`src/rtl/burst_seq_pkg.sv`:
```
package burst_seq_pkg;
    parameter int ADDR_W = 17;
    parameter int BEAT_W = 2;
    localparam int UPPER_W = ADDR_W - BEAT_W;

    typedef enum logic [1:0] {
        ST_IDLE = 2'd0,
        ST_LEAD = 2'd1,
        ST_STEP = 2'd2
    } seq_state_e;

    function automatic logic [BEAT_W-1:0] beat_low(
        input logic [BEAT_W-1:0] start,
        input logic [BEAT_W-1:0] n,
        input logic              use_xor
    );
        if (use_xor) begin
            return start ^ n;
        end
        return start + n;
    endfunction
endpackage

```
`src/rtl/burst_strobe_arb.sv`:
```
module burst_strobe_arb (
    input  logic strobe_proc,
    input  logic strobe_ctrl,
    input  logic en_pri,
    input  logic en_hi,
    input  logic en_lo_n,
    output logic load,
    output logic selected
);
    logic proc_ok;

    always_comb begin
        proc_ok  = strobe_proc & en_pri;
        load     = proc_ok | strobe_ctrl;
        selected = en_pri & en_hi & ~en_lo_n;
    end
endmodule

```
`src/rtl/burst_seq_fsm.sv`:
```
module burst_seq_fsm
    import burst_seq_pkg::*;
#(
    parameter int CNT_W = BEAT_W
) (
    input  logic             clk,
    input  logic             rst_n,
    input  logic             load,
    input  logic             selected,
    input  logic             advance,
    output seq_state_e       state,
    output logic [CNT_W-1:0] beat,
    output logic             active
);
    localparam logic [CNT_W-1:0] LAST_BEAT = {CNT_W{1'b1}};

    seq_state_e       state_n;
    logic [CNT_W-1:0] beat_n;

    always_ff @(posedge clk or negedge rst_n) begin
        if (!rst_n) begin
            state <= ST_IDLE;
            beat  <= '0;
        end else begin
            state <= state_n;
            beat  <= beat_n;
        end
    end

    always_comb begin
        state_n = state;
        beat_n  = beat;
        if (load) begin
            state_n = selected ? ST_LEAD : ST_IDLE;
            beat_n  = '0;
        end else if (advance) begin
            unique case (state)
                ST_IDLE: begin
                    state_n = ST_IDLE;
                end
                ST_LEAD: begin
                    state_n = ST_STEP;
                    beat_n  = beat + 1'b1;
                end
                ST_STEP: begin
                    if (beat == LAST_BEAT) begin
                        state_n = ST_LEAD;
                        beat_n  = '0;
                    end else begin
                        beat_n  = beat + 1'b1;
                    end
                end
                default: begin
                    state_n = ST_IDLE;
                    beat_n  = '0;
                end
            endcase
        end
    end

    always_comb begin
        active = (state != ST_IDLE);
    end

    // advancing from the last beat returns to the lead beat
    p_wrap_r8: assert property (@(posedge clk) disable iff (!rst_n)
        (state == ST_STEP && beat == LAST_BEAT && advance && !load)
        |=> (state == ST_LEAD && beat == '0));

    // any accepted strobe restarts at beat 0
    p_restart_r9: assert property (@(posedge clk) disable iff (!rst_n)
        load |=> (beat == '0));

    // idle never advances
    p_idle_hold_r10: assert property (@(posedge clk) disable iff (!rst_n)
        (state == ST_IDLE && !load) |=> (state == ST_IDLE && $stable(beat)));
endmodule

```
`src/rtl/burst_addr_reg.sv`:
```
module burst_addr_reg
    import burst_seq_pkg::*;
(
    input  logic              clk,
    input  logic              rst_n,
    input  logic              load,
    input  logic [ADDR_W-1:0] addr_in,
    input  logic              order_xor,
    input  logic [BEAT_W-1:0] beat,
    output logic [ADDR_W-1:0] addr_out
);
    logic [UPPER_W-1:0] upper_q;
    logic [BEAT_W-1:0]  start_q;
    logic               xor_q;

    always_ff @(posedge clk or negedge rst_n) begin
        if (!rst_n) begin
            upper_q <= '0;
            start_q <= '0;
            xor_q   <= 1'b0;
        end else if (load) begin
            upper_q <= addr_in[ADDR_W-1:BEAT_W];
            start_q <= addr_in[BEAT_W-1:0];
            xor_q   <= order_xor;
        end
    end

    always_comb begin
        addr_out = {upper_q, beat_low(start_q, beat, xor_q)};
    end

    // upper bits never move without a load
    p_upper_r5: assert property (@(posedge clk) disable iff (!rst_n)
        !load |=> $stable(addr_out[ADDR_W-1:BEAT_W]));
endmodule

```
`src/rtl/burst_seq.sv`:
```
module burst_seq
    import burst_seq_pkg::*;
(
    input  logic              clk,
    input  logic              rst_n,
    input  logic              strobe_proc,
    input  logic              strobe_ctrl,
    input  logic              advance,
    input  logic              order_xor,
    input  logic [ADDR_W-1:0] addr_in,
    input  logic              en_pri,
    input  logic              en_hi,
    input  logic              en_lo_n,
    output logic [ADDR_W-1:0] addr_out,
    output logic              sel_out
);
    logic              load;
    logic              selected;
    seq_state_e        state;
    logic [BEAT_W-1:0] beat;

    burst_strobe_arb u_arb (
        .strobe_proc (strobe_proc),
        .strobe_ctrl (strobe_ctrl),
        .en_pri      (en_pri),
        .en_hi       (en_hi),
        .en_lo_n     (en_lo_n),
        .load        (load),
        .selected    (selected)
    );

    burst_seq_fsm #(.CNT_W(BEAT_W)) u_fsm (
        .clk      (clk),
        .rst_n    (rst_n),
        .load     (load),
        .selected (selected),
        .advance  (advance),
        .state    (state),
        .beat     (beat),
        .active   (sel_out)
    );

    burst_addr_reg u_addr (
        .clk       (clk),
        .rst_n     (rst_n),
        .load      (load),
        .addr_in   (addr_in),
        .order_xor (order_xor),
        .beat      (beat),
        .addr_out  (addr_out)
    );

    // a processor strobe without primary select is ignored
    p_ignore_r3: assert property (@(posedge clk) disable iff (!rst_n)
        (strobe_proc && !en_pri && !strobe_ctrl && !advance)
        |=> ($stable(addr_out) && $stable(sel_out)));

    // no advance and no strobe holds the outputs
    p_hold_r7: assert property (@(posedge clk) disable iff (!rst_n)
        (!advance && !strobe_ctrl && !(strobe_proc && en_pri))
        |=> ($stable(addr_out) && $stable(sel_out)));

    // a controller strobe always captures the address
    p_ctrl_load_r4: assert property (@(posedge clk) disable iff (!rst_n)
        strobe_ctrl |=> (addr_out == $past(addr_in)));
endmodule

```
`config.mk`:
```
export PLATFORM = sky130hd
export DESIGN_NAME = burst_seq
export DESIGN_NICKNAME = d
export VERILOG_FILES = /design/src/rtl/burst_seq_pkg.sv /design/src/rtl/burst_strobe_arb.sv /design/src/rtl/burst_seq_fsm.sv /design/src/rtl/burst_addr_reg.sv /design/src/rtl/burst_seq.sv
export SDC_FILE = /design/constraint.sdc
export NUM_CORES = 1
export LEC_CHECK = 0
export ABC_AREA = 1
export BUFFER_PORTS_ARGS = -buffer_cell sky130_fd_sc_hd__buf_4
export CELL_PAD_IN_SITES_DETAIL_PLACEMENT = 1
export CELL_PAD_IN_SITES_GLOBAL_PLACEMENT = 2
export CORE_UTILIZATION = 29
export CTS_BUF_LIST = sky130_fd_sc_hd__clkbuf_4
export DETAILED_ROUTE_END_ITERATION = 12
export GPL_TIMING_DRIVEN = 0
export PLACE_DENSITY = 0.89
export SYNTH_ARGS = -nofsm -noshare
export SYNTH_HDL_FRONTEND = slang
export SYNTH_SLANG_ARGS = --single-unit
```
`constraint.sdc`:
```
create_clock -name clk -period 1.94 [get_ports clk]
set_clock_uncertainty 0.05 [all_clocks]
set_input_delay 0.194 -clock clk [delete_from_list [all_inputs] [get_ports clk]]
set_output_delay 0.194 -clock clk [all_outputs]
set_load 0.02 [all_outputs]
```
# Word-level counts from Yosys, hierarchy flattened

Cells that the tools add are included.

Bits in registers: 22
Output and inout bits: 18
Logic and storage cells: 35

Add/sub/neg operators: 2
Eq/ne operators: 5
Muxes and demuxes: 12
Bitwise logic cells: 6
Reductions and logical operators: 5

Operators with widths:

| operator                                             | count |
|---|---|
| two-way mux 2 bit                                    | 8 |
| one-hot mux 2 bit (3 select lines)                   | 1 |
| equality test 2 bit (second input constant)          | 2 |
| one-hot mux 2 bit (2 select lines)                   | 1 |
| AND reduction 2 bit                                  | 2 |
| nonzero test 2 bit                                   | 2 |
| AND 1 bit                                            | 3 |
| != test 3 x 2 -> 1 bit (second input constant)       | 1 |
| adder 2 x 1 -> 2 bit (second input constant)         | 1 |
| adder 2 bit                                          | 1 |
| equality test 2 x 1 -> 1 bit (second input constant) | 1 |
| zero test 2 bit                                      | 1 |
| two-way mux 1 bit                                    | 2 |
| != test 2 bit (second input constant)                | 1 |
| bitwise XOR 2 bit                                    | 1 |
| inverter 1 bit                                       | 1 |
| OR 1 bit                                             | 1 |

# Depth between registers and ports, before layout

Gate-level depths: netlist of the first run.

Depth after elaboration: 5
Depth in mapped cells: 7

# Modules after synthesis

From an unflattened synthesis of the first run, not the netlist that was laid out.

Cells, all modules: 140
Area total of the unflattened synthesis: 1174.9 um^2

Modules (own cells, without submodules):

| module           | instances | cells each | area an instance (um^2) |
|---|---|---|---|
| burst_addr_reg   | 1         | 90         | 842.1 |
| burst_seq_fsm    | 1         | 45         | 311.5 |
| burst_strobe_arb | 1         | 5          | 21.3 |

# Worst setup path before layout of the first run

OpenSTA, ideal clock, no wires.

Path type: flip-flop to flip-flop
Start: register u_fsm.state[0]
End: register u_fsm.beat[0]
Library setup time: 0.065 ns
Arrival time: 1.105 ns
Data required time: 1.825 ns
Slack: 0.720 ns
Cell stages (with the launch flop): 8
Path buffers: 0
Period minus slack after synthesis: 1.220 ns
Path through: dfrtp_1 inv_1 ha_1 inv_1 nand2_1 nor2_1 nand3_1 nand2_1

Word-level cells in the longest chain between the ends: 4
Elaborated cells between the ends (all ways): 8

RTL lines:

| what                                              | RTL line            | text |
|---|---|---|
| from (decl)                                       | burst_seq_fsm.sv:11 | `output seq_state_e state,` |
| from (signal assigned)                            | burst_seq_fsm.sv:25 | `state <= state_n;` |
| equality test 2 bit, or another cell as far along | burst_seq_fsm.sv:37 | `unique case (state)` |
| one-hot mux 2 bit (3 select lines)                | burst_seq_fsm.sv:37 |  |
| two-way mux 2 bit                                 | burst_seq_fsm.sv:36 | `end else if (advance) begin` |
| two-way mux 2 bit                                 | burst_seq_fsm.sv:33 | `if (load) begin` |
| to (signal assigned)                              | burst_seq_fsm.sv:26 | `beat <= beat_n;` |
| to (decl)                                         | burst_seq_fsm.sv:12 | `output logic [CNT_W-1:0] beat,` |

Parallel ways exist; a longest one is shown, timed or not. The select of a mux whose other input is x is not followed.
A chain may end at the register's enable or synchronous reset.

# Worst setup path after layout of the first run

Start: register u_fsm.beat[0]
End: output addr_out[1]

Word-level cells in the longest chain between the ends: 2

RTL lines:

| what              | RTL line            | text |
|---|---|---|
| adder 2 bit       | burst_seq_pkg.sv:20 | `return start + n;` |
| two-way mux 2 bit | burst_seq_pkg.sv:20 |  |
| to (decl)         | burst_seq.sv:14     | `output logic [ADDR_W-1:0] addr_out,` |

No other way between the ends.

==> flow_metrics.py, run 1 <==
metrics = {
    "grt": {
        "grt_max_degree": 23,
        "grt.met3_usage": 0.01993,
        "use_met1": 0.1657,
        "grt_use_total": 0.1461,
        "grt_pass1_vias": 1061,
        "antenna_found_initial": 0,
        "grt-ovfl-total": 0,
        "use_met2": 0.2715,
        "grt-busiest-layer": "met2",
        "grt_pass1_wl_um": 4595,
    },
    "drt": {
        "wl_um": 2669,
        "routed-via-count": 980,
        "first_iter_violations": 16,
        "vias_per_cell": 4.279,
        "ant_nets": 0,
        "wire_per_inst_um": 11.66,
        "first_pass_iters": 4,
        "drc": 0,
    },
    "power": {
        "pwr-share-clk": 0.223,
        "combPwrFrac": 0.251,
        "p_leak_nw": 0.8649,
        "swShare": 0.3039,
        "powerDensity_nw_per_um2": 652.5,
        "vdd_drop_max_uv": 314.2,
        "switchingPower_mw": 0.2987,
        "p_seq_frac": 0.527,
        "internal-power_mw": 0.6843,
    },
    "synth": {
        "synth_cell_types": 16,
        "yosysTopAreaCell": "dfrtp_1",
        "syn_avg_cell_area_um2": 8.073,
        "synth_nets": 168,
        "ys_ff_latch": 22,
        "synth_area_leaders": "dfrtp_1 51%, nand2_1 26%, ha_1 8.0%",
        "yosys_warnings": 0,
        "synth_seq_area_share": 0.5052,
        "yosysTopAreaCellShare": 0.5052,
        "syn_area_um2": 1090,
        "synthCells": 135,
    },
    "place": {
        "place_congestion": 0.8168,
        "io_buffers": 43,
        "dp_hpwl_um": 2167,
    },
    "clock_tree": {
        "cts_root_buf": "clkbuf_4",
        "clkSlewWorstSetupHoldPaths_ns": 0.12,
        "tritoncts": "yes",
        "cts_resized": 0,
        "cts_buffers": 3,
        "cts_max_level": 1,
        "clk_path_buf_depth": 2,
        "cts.sinks": 22,
        "clk-insertion-delay-late_ns": 0.31,
    },
    "setup_path": {
        "max_stage_delay_ns": 0.45,
        "critPathRequiredTime_ns": 1.70,
        "cp_top_family": "flip-flops",
        "critPathBufInv": 3,
        "cpMaxStageDelayCell": "dfrtp_1",
        "path_class": "register to output port",
        "crit_path_end_kind": "output port",
        "cp-start-kind": "register",
        "cp.arrival_ns": 1.36,
        "crit_chain": "ha_1, nand2_1, inv_1, nand2_1, nand2_1, inv_1, buf_4",
        "cpMostUsedCell": "nand2_1",
        "path_max_fanout": 4,
    },
    "floorplan": {
        "dieWidth_um": 63.30,
        "ios": 44,
        "rows": 21,
        "die_h_um": 63.30,
        "die-area_um2": 4007,
        "start_util": 0.3142,
        "core_um2": 3468,
    },
    "final_layout": {
        "final_common_cell": "nand2_1",
        "nets": 217,
        "utilization": 0.4343,
        "drive_above_1_share": 0.2951,
        "final_cell_mix": "75 x nand2_1, 45 x buf_4, 22 x dfrtp_1, 10 x inv_1, 7 x ha_1",
        "antennaDiodeCount": 0,
        "syn_to_final_growth_pct": 38.23,
    },
    "timing": {
        "slew_viol_final": 0,
        "min_period_ns": 1.608,
        "tns_ns": 0,
        "period_share": 0.8290,
        "hold_viol_final": 0,
        "worst_pin_slew_ns": 0.2777,
        "hold-worst-slack_ns": 0.02058,
        "max_slew_margin": 0.8149,
        "setup_viol": 0,
        "rsz0062_at_grt": "no",
        "fmax_ghz": 0.6218,
    },
    "worst_hold_path": {
        "worstHoldPathType": "input pin to register",
    },
    "job": {
        "maxCapViolations": 0,
    },
    "outcome": {
        "status": "finished, final reports clean",
    },
}
final cells by class:
| type | instances | area, µm² |
|---|---|---|
| fillers | 442 | 1962 |
| flip-flops and latches | 22 | 550.5 |
| multi-input cells | 98 | 460.4 |
| repair buffers | 44 | 332.8 |
| well taps | 46 | 57.56 |
| inverters | 11 | 41.29 |
| plain buffers | 4 | 37.54 |
| clock buffers | 3 | 22.52 |
| clock inverters | 1 | 3.754 |
timing repair:
action | in CTS | in global routing
hold buffers | 1 | 0
setup buffers | 0 | 0
endpoints found under the hold margin | 22 | 0
synth_stat cells:
| cell | count |
|---|---|
| ha_1 | 7 |
| nand2_2 | 2 |
| a21oi_1 | 2 |
| xor2_1 | 1 |
| nand2_1 | 75 |
| xnor2_1 | 1 |
| inv_1 | 10 |
| buf_6 | 2 |
| inv_2 | 1 |
| o21ai_0 | 1 |
| nand3_1 | 2 |
| dfrtp_1 | 22 |
| buf_4 | 2 |
| nor2_1 | 5 |
| nand2_4 | 1 |
| nand4_1 | 1 |
cell families after synthesis:
group,Yosys count,share of synthesized area
AOI/OAI and AO/OA,3,0.01377
xor gates and xnor gates,2,0.01608
adders and majority gates,7,0.08036
buffers and inverters,15,0.07233
DFF,22,0.5052
and+or+nand+nor,86,0.3123
worst register-to-register path: stages (launching register included):
cell and delay [ns]:
dfrtp_1 0.43, inv_1 0.11, ha_1 0.17, nand2_1 0.12, a21oi_1 0.21, nand2_1 0.07
nand2_1 0.07
power groups by stage:
stage                     Combinational (mW)  Sequential, mW  Clock [mW]
after floorplan                       0.0846           0.562           0
after global placement                 0.242           0.525           0
after detailed placement               0.251           0.527           0
after CTS                              0.253           0.518       0.228
after global routing                   0.272           0.522       0.245
final                                  0.246           0.518       0.219
per-layer routing:
layer | part of all wire | routed length [µm]
met5 | 0 | 0
met1 | 0.43 | 1140
met2 | 0.53 | 1409
met4 | 0.018 | 48
met3 | 0.027 | 71
registers in the layout, summed over array words and instances, names as in the netlist:
| register | count |
|---|---|
| u_addr.upper_q | 15 |
| u_addr.start_q | 2 |
| u_fsm.beat | 2 |
| u_fsm.state | 2 |
| u_addr.xor_q | 1 |
final timing paths:
path | from | depth (start not counted) | endpoint | slack, ns
max | u_fsm.beat[0] | 7 | addr_out[1] | 0.33
max reg2reg | u_fsm.state[0] | 6 | u_fsm.state[0] | 0.65
min reg2reg | u_addr.upper_q[4] | 2 | u_addr.upper_q[4] | 0.44
min in group asynchronous | rst_n | 2 | u_addr.upper_q[8] | 0.24
max in group asynchronous | rst_n | 2 | u_addr.upper_q[13] | 1.38
min | addr_in[2] | 3 | u_addr.upper_q[0] | 0.02
stage by stage:
step / area (µm²) / setup WS, ns / power [mW] / std cells
CTS: 1506 / 0.2931 / 0.9991 / 229
global placement: 1470 / 0.7091 / 0.7670 / 224
finish: 1506 / 0.3318 / 0.9830 / 229
floorplan: 1090 / 0.7197 / 0.6469 / 135
detailed placement: 1470 / 0.6605 / 0.7779 / 224
global route: 1506 / 0.2068 / 1.039 / 229
Power figures use the tool's default switching activity.
==> run 2, diff against run 1 <==
--- a/config.mk
+++ b/config.mk
@@ -5,15 +5,15 @@
 export SDC_FILE = /design/constraint.sdc
 export NUM_CORES = 1
 export LEC_CHECK = 0
-export ABC_AREA = 1
+export ABC_AREA = 0
 export BUFFER_PORTS_ARGS = -buffer_cell sky130_fd_sc_hd__buf_4
 export CELL_PAD_IN_SITES_DETAIL_PLACEMENT = 1
 export CELL_PAD_IN_SITES_GLOBAL_PLACEMENT = 2
-export CORE_UTILIZATION = 29
+export CORE_UTILIZATION = 27
 export CTS_BUF_LIST = sky130_fd_sc_hd__clkbuf_4
 export DETAILED_ROUTE_END_ITERATION = 12
 export GPL_TIMING_DRIVEN = 0
-export PLACE_DENSITY = 0.89
+export PLACE_DENSITY = 0.82
 export SYNTH_ARGS = -nofsm -noshare
 export SYNTH_HDL_FRONTEND = slang
 export SYNTH_SLANG_ARGS = --single-unit
==> constraint.sdc (replaced) <==
create_clock -name clk -period 1.7 [get_ports clk]
set_clock_uncertainty 0.05 [all_clocks]
set_input_delay 0.17 -clock clk [delete_from_list [all_inputs] [get_ports clk]]
set_output_delay 0.17 -clock clk [all_outputs]
set_load 0.02 [all_outputs]
==> run 2 against run 1 <==
Compared with the run above: worst hold slack got worse by 0.0074 ns; non-clock buffer count rose by 16; final cell count fell by 0.87%; sequential power up 15%; wire length up 5.0%; critical path depth fell by 3; utilization is 1.5 points higher; setup slack worse by 0.15 ns.
==> flow_metrics.py, run 2 <==
metrics = {
    "outcome": {
        "status": "finished, final reports clean",
    },
    "final_layout": {
        "final_cell_mix": "56 x nand2_1, 44 x buf_4, 22 x dfrtp_1, 17 x dlygate4sd3_1, 7 x ha_1",
        "largest_reg_flops": 15,
        "final_common_cell": "nand2_1",
        "finalInstanceArea_um2": 1657,
        "utilization": 0.4491,
        "antennaDiodeCount": 0,
        "drive_above_1_share": 0.2961,
        "nets": 213,
        "syn_to_final_growth_pct": 58.75,
        "top_register": "u_addr.upper_q",
    },
    "grt": {
        "grt_max_degree": 23,
        "grt_pass1_wl_um": 4974,
        "antenna_found_initial": 0,
        "grt_use_total": 0.1546,
        "grt-ovfl-total": 0,
        "grt_pass1_vias": 1126,
    },
    "power": {
        "p_seq_frac": 0.449,
        "vdd_drop_max_uv": 447.6,
        "combPwrFrac": 0.247,
        "powerDensity_nw_per_um2": 799.9,
        "switchingPower_mw": 0.3583,
        "pwr-share-clk": 0.305,
        "p_leak_nw": 0.8718,
        "internal-power_mw": 0.9668,
        "swShare": 0.2704,
        "power.total_mw": 1.325,
    },
    "clock_tree": {
        "tritoncts": "yes",
        "cts_buffers": 3,
        "cts.sinks": 22,
        "clk_path_buf_depth": 2,
        "cts_root_buf": "clkbuf_4",
        "clk-insertion-delay-late_ns": 0.31,
        "clkSlewWorstSetupHoldPaths_ns": 0.12,
        "cts_max_level": 1,
    },
    "floorplan": {
        "die-area_um2": 4117,
        "die_h_um": 64.17,
        "start_util": 0.2829,
        "dieWidth_um": 64.17,
        "rows": 22,
        "core_um2": 3689,
        "ios": 44,
    },
    "synth": {
        "synth_area_leaders": "dfrtp_1 53%, nand2_1 20%, ha_1 8.4%",
        "synth_edf_count": 0,
        "async_flop_share": 1.000,
        "yosysTopAreaCell": "dfrtp_1",
        "syn_avg_cell_area_um2": 9.154,
        "syn_area_um2": 1044,
        "yosysTopAreaCellShare": 0.5276,
        "yosys_warnings": 0,
        "synthCells": 114,
        "synth_nets": 147,
        "ys_ff_latch": 22,
        "synth_cell_types": 15,
        "ys.flop_type": "dfrtp_1",
        "synth_seq_area_share": 0.5276,
        "synth.most_common_cell": "nand2_1",
        "synthTopCellsByCount": "56 x nand2_1, 22 x dfrtp_1, 7 x ha_1",
    },
    "place": {
        "place_congestion": 0.7106,
        "dpl_cell_area_um2": 1426,
        "dp_hpwl_um": 2022,
        "io_buffers": 43,
    },
    "drt": {
        "vias_per_cell": 4.317,
        "first_iter_violations": 21,
        "wl_um": 2802,
        "routed-via-count": 980,
        "wire_per_inst_um": 12.34,
        "first_pass_iters": 3,
        "drc": 0,
        "ant_nets": 0,
    },
    "job": {
        "maxCapViolations": 0,
    },
    "setup_path": {
        "critPathRequiredTime_ns": 1.48,
        "cp.arrival_ns": 1.30,
        "cp-start-kind": "register",
        "path_class": "register to output port",
        "path_max_fanout": 2,
        "crit_path_end_kind": "output port",
    },
    "timing": {
        "fmax_ghz": 0.6578,
        "tns_ns": 0,
        "min_period_ns": 1.520,
        "hold_viol_final": 0,
        "max_slew_margin": 0.7973,
        "period_share": 0.8943,
        "worst_pin_slew_ns": 0.3033,
        "setup_viol": 0,
        "rsz0062_at_grt": "no",
        "slew_viol_final": 0,
    },
    "worst_hold_path": {
        "worstHoldPathType": "input pin to register",
    },
}
==> run 2: power groups by stage <==
stage	clock (mW)	combinational [mW]	sequential, mW
finish	0.404	0.327	0.595
global placement	0	0.288	0.603
global route	0.451	0.359	0.602
floorplan	0	0.103	0.645
CTS	0.420	0.328	0.596
detailed placement	0	0.299	0.606
==> run 2: timing repair <==
item,in CTS,in global routing
endpoints found under the hold margin,37,1
hold buffers,16,1
resized for setup,0,0
endpoints found under the setup margin,0,1
buffers inserted,0,1
==> run 2: cell type report <==
type	count	area, µm²
Fill cell	445	2032
Sequential cell	22	550.5
Timing Repair Buffer	61	500.5
Multi-Input combinational cell	83	436.7
Tap cell	48	60.06
Buffer	3	33.78
Clock inverter	1	30.03
Clock buffer	3	22.52
Inverter	6	22.52
==> run 2: layer usage <==
metal / vias to the layer above / track usage / wire (µm)
li1: 485 / - / -
met1: 461 / 0.1620 / 1125
met2: 34 / 0.3045 / 1488
met3: 0 / 0.05536 / 188
met4: 0 / 0.008333 / 0
met5: - / 0 / 0
==> run 2: cell families (layout without fill, tap and decap cells) <==
| kind of cell | Yosys count | count (layout) | share of synthesized area |
|---|---|---|---|
| AND/OR/NAND/NOR | 62 | 62 | 0.2362 |
| flip-flops | 22 | 22 | 0.5276 |
| AO/OA/AOI/OAI | 12 | 12 | 0.08154 |
| buffers and inverters | 9 | 74 | 0.05395 |
| adder cells (fa/ha/maj) | 7 | 7 | 0.08393 |
| XOR/XNOR | 2 | 2 | 0.01679 |
==> run 2: path summary, 6_finish.rpt <==
kind / from / endpoint / slack, ns / cells after the start
max in group asynchronous: rst_n / u_addr.upper_q[13] / 1.14 / 2
worst min register to register: u_addr.upper_q[0] / u_addr.upper_q[0] / 0.43 / 2
min in group asynchronous: rst_n / u_fsm.state[1] / 0.22 / 2
worst max register to register: u_fsm.state[0] / u_fsm.beat[0] / 0.26 / 5
worst max-delay path: u_fsm.beat[0] / addr_out[1] / 0.18 / 4
worst min-delay path: order_xor / u_addr.xor_q / 0.01 / 3
==> run 2: through the flow <==
stage / hold slack [ns] / instances / setup WS, ns
6_report: 0.01318 / 227 / 0.1797
5_1_grt: 0.004287 / 227 / 0.04887
4_1_cts: 0.00009276 / 225 / 0.09680
3_5_place_dp: 0.03011 / 205 / 0.2886
3_3_place_gp: 0.02754 / 205 / 0.4097
2_1_floorplan: -0.1756 / 114 / 0.4009
==> run 2: worst max-delay path, cell delays in order, from the launching register on <==
cell     delay (ns)
dfrtp_1        0.40
ha_1           0.18
nor2b_1        0.13
xnor2_1        0.13
buf_4          0.16
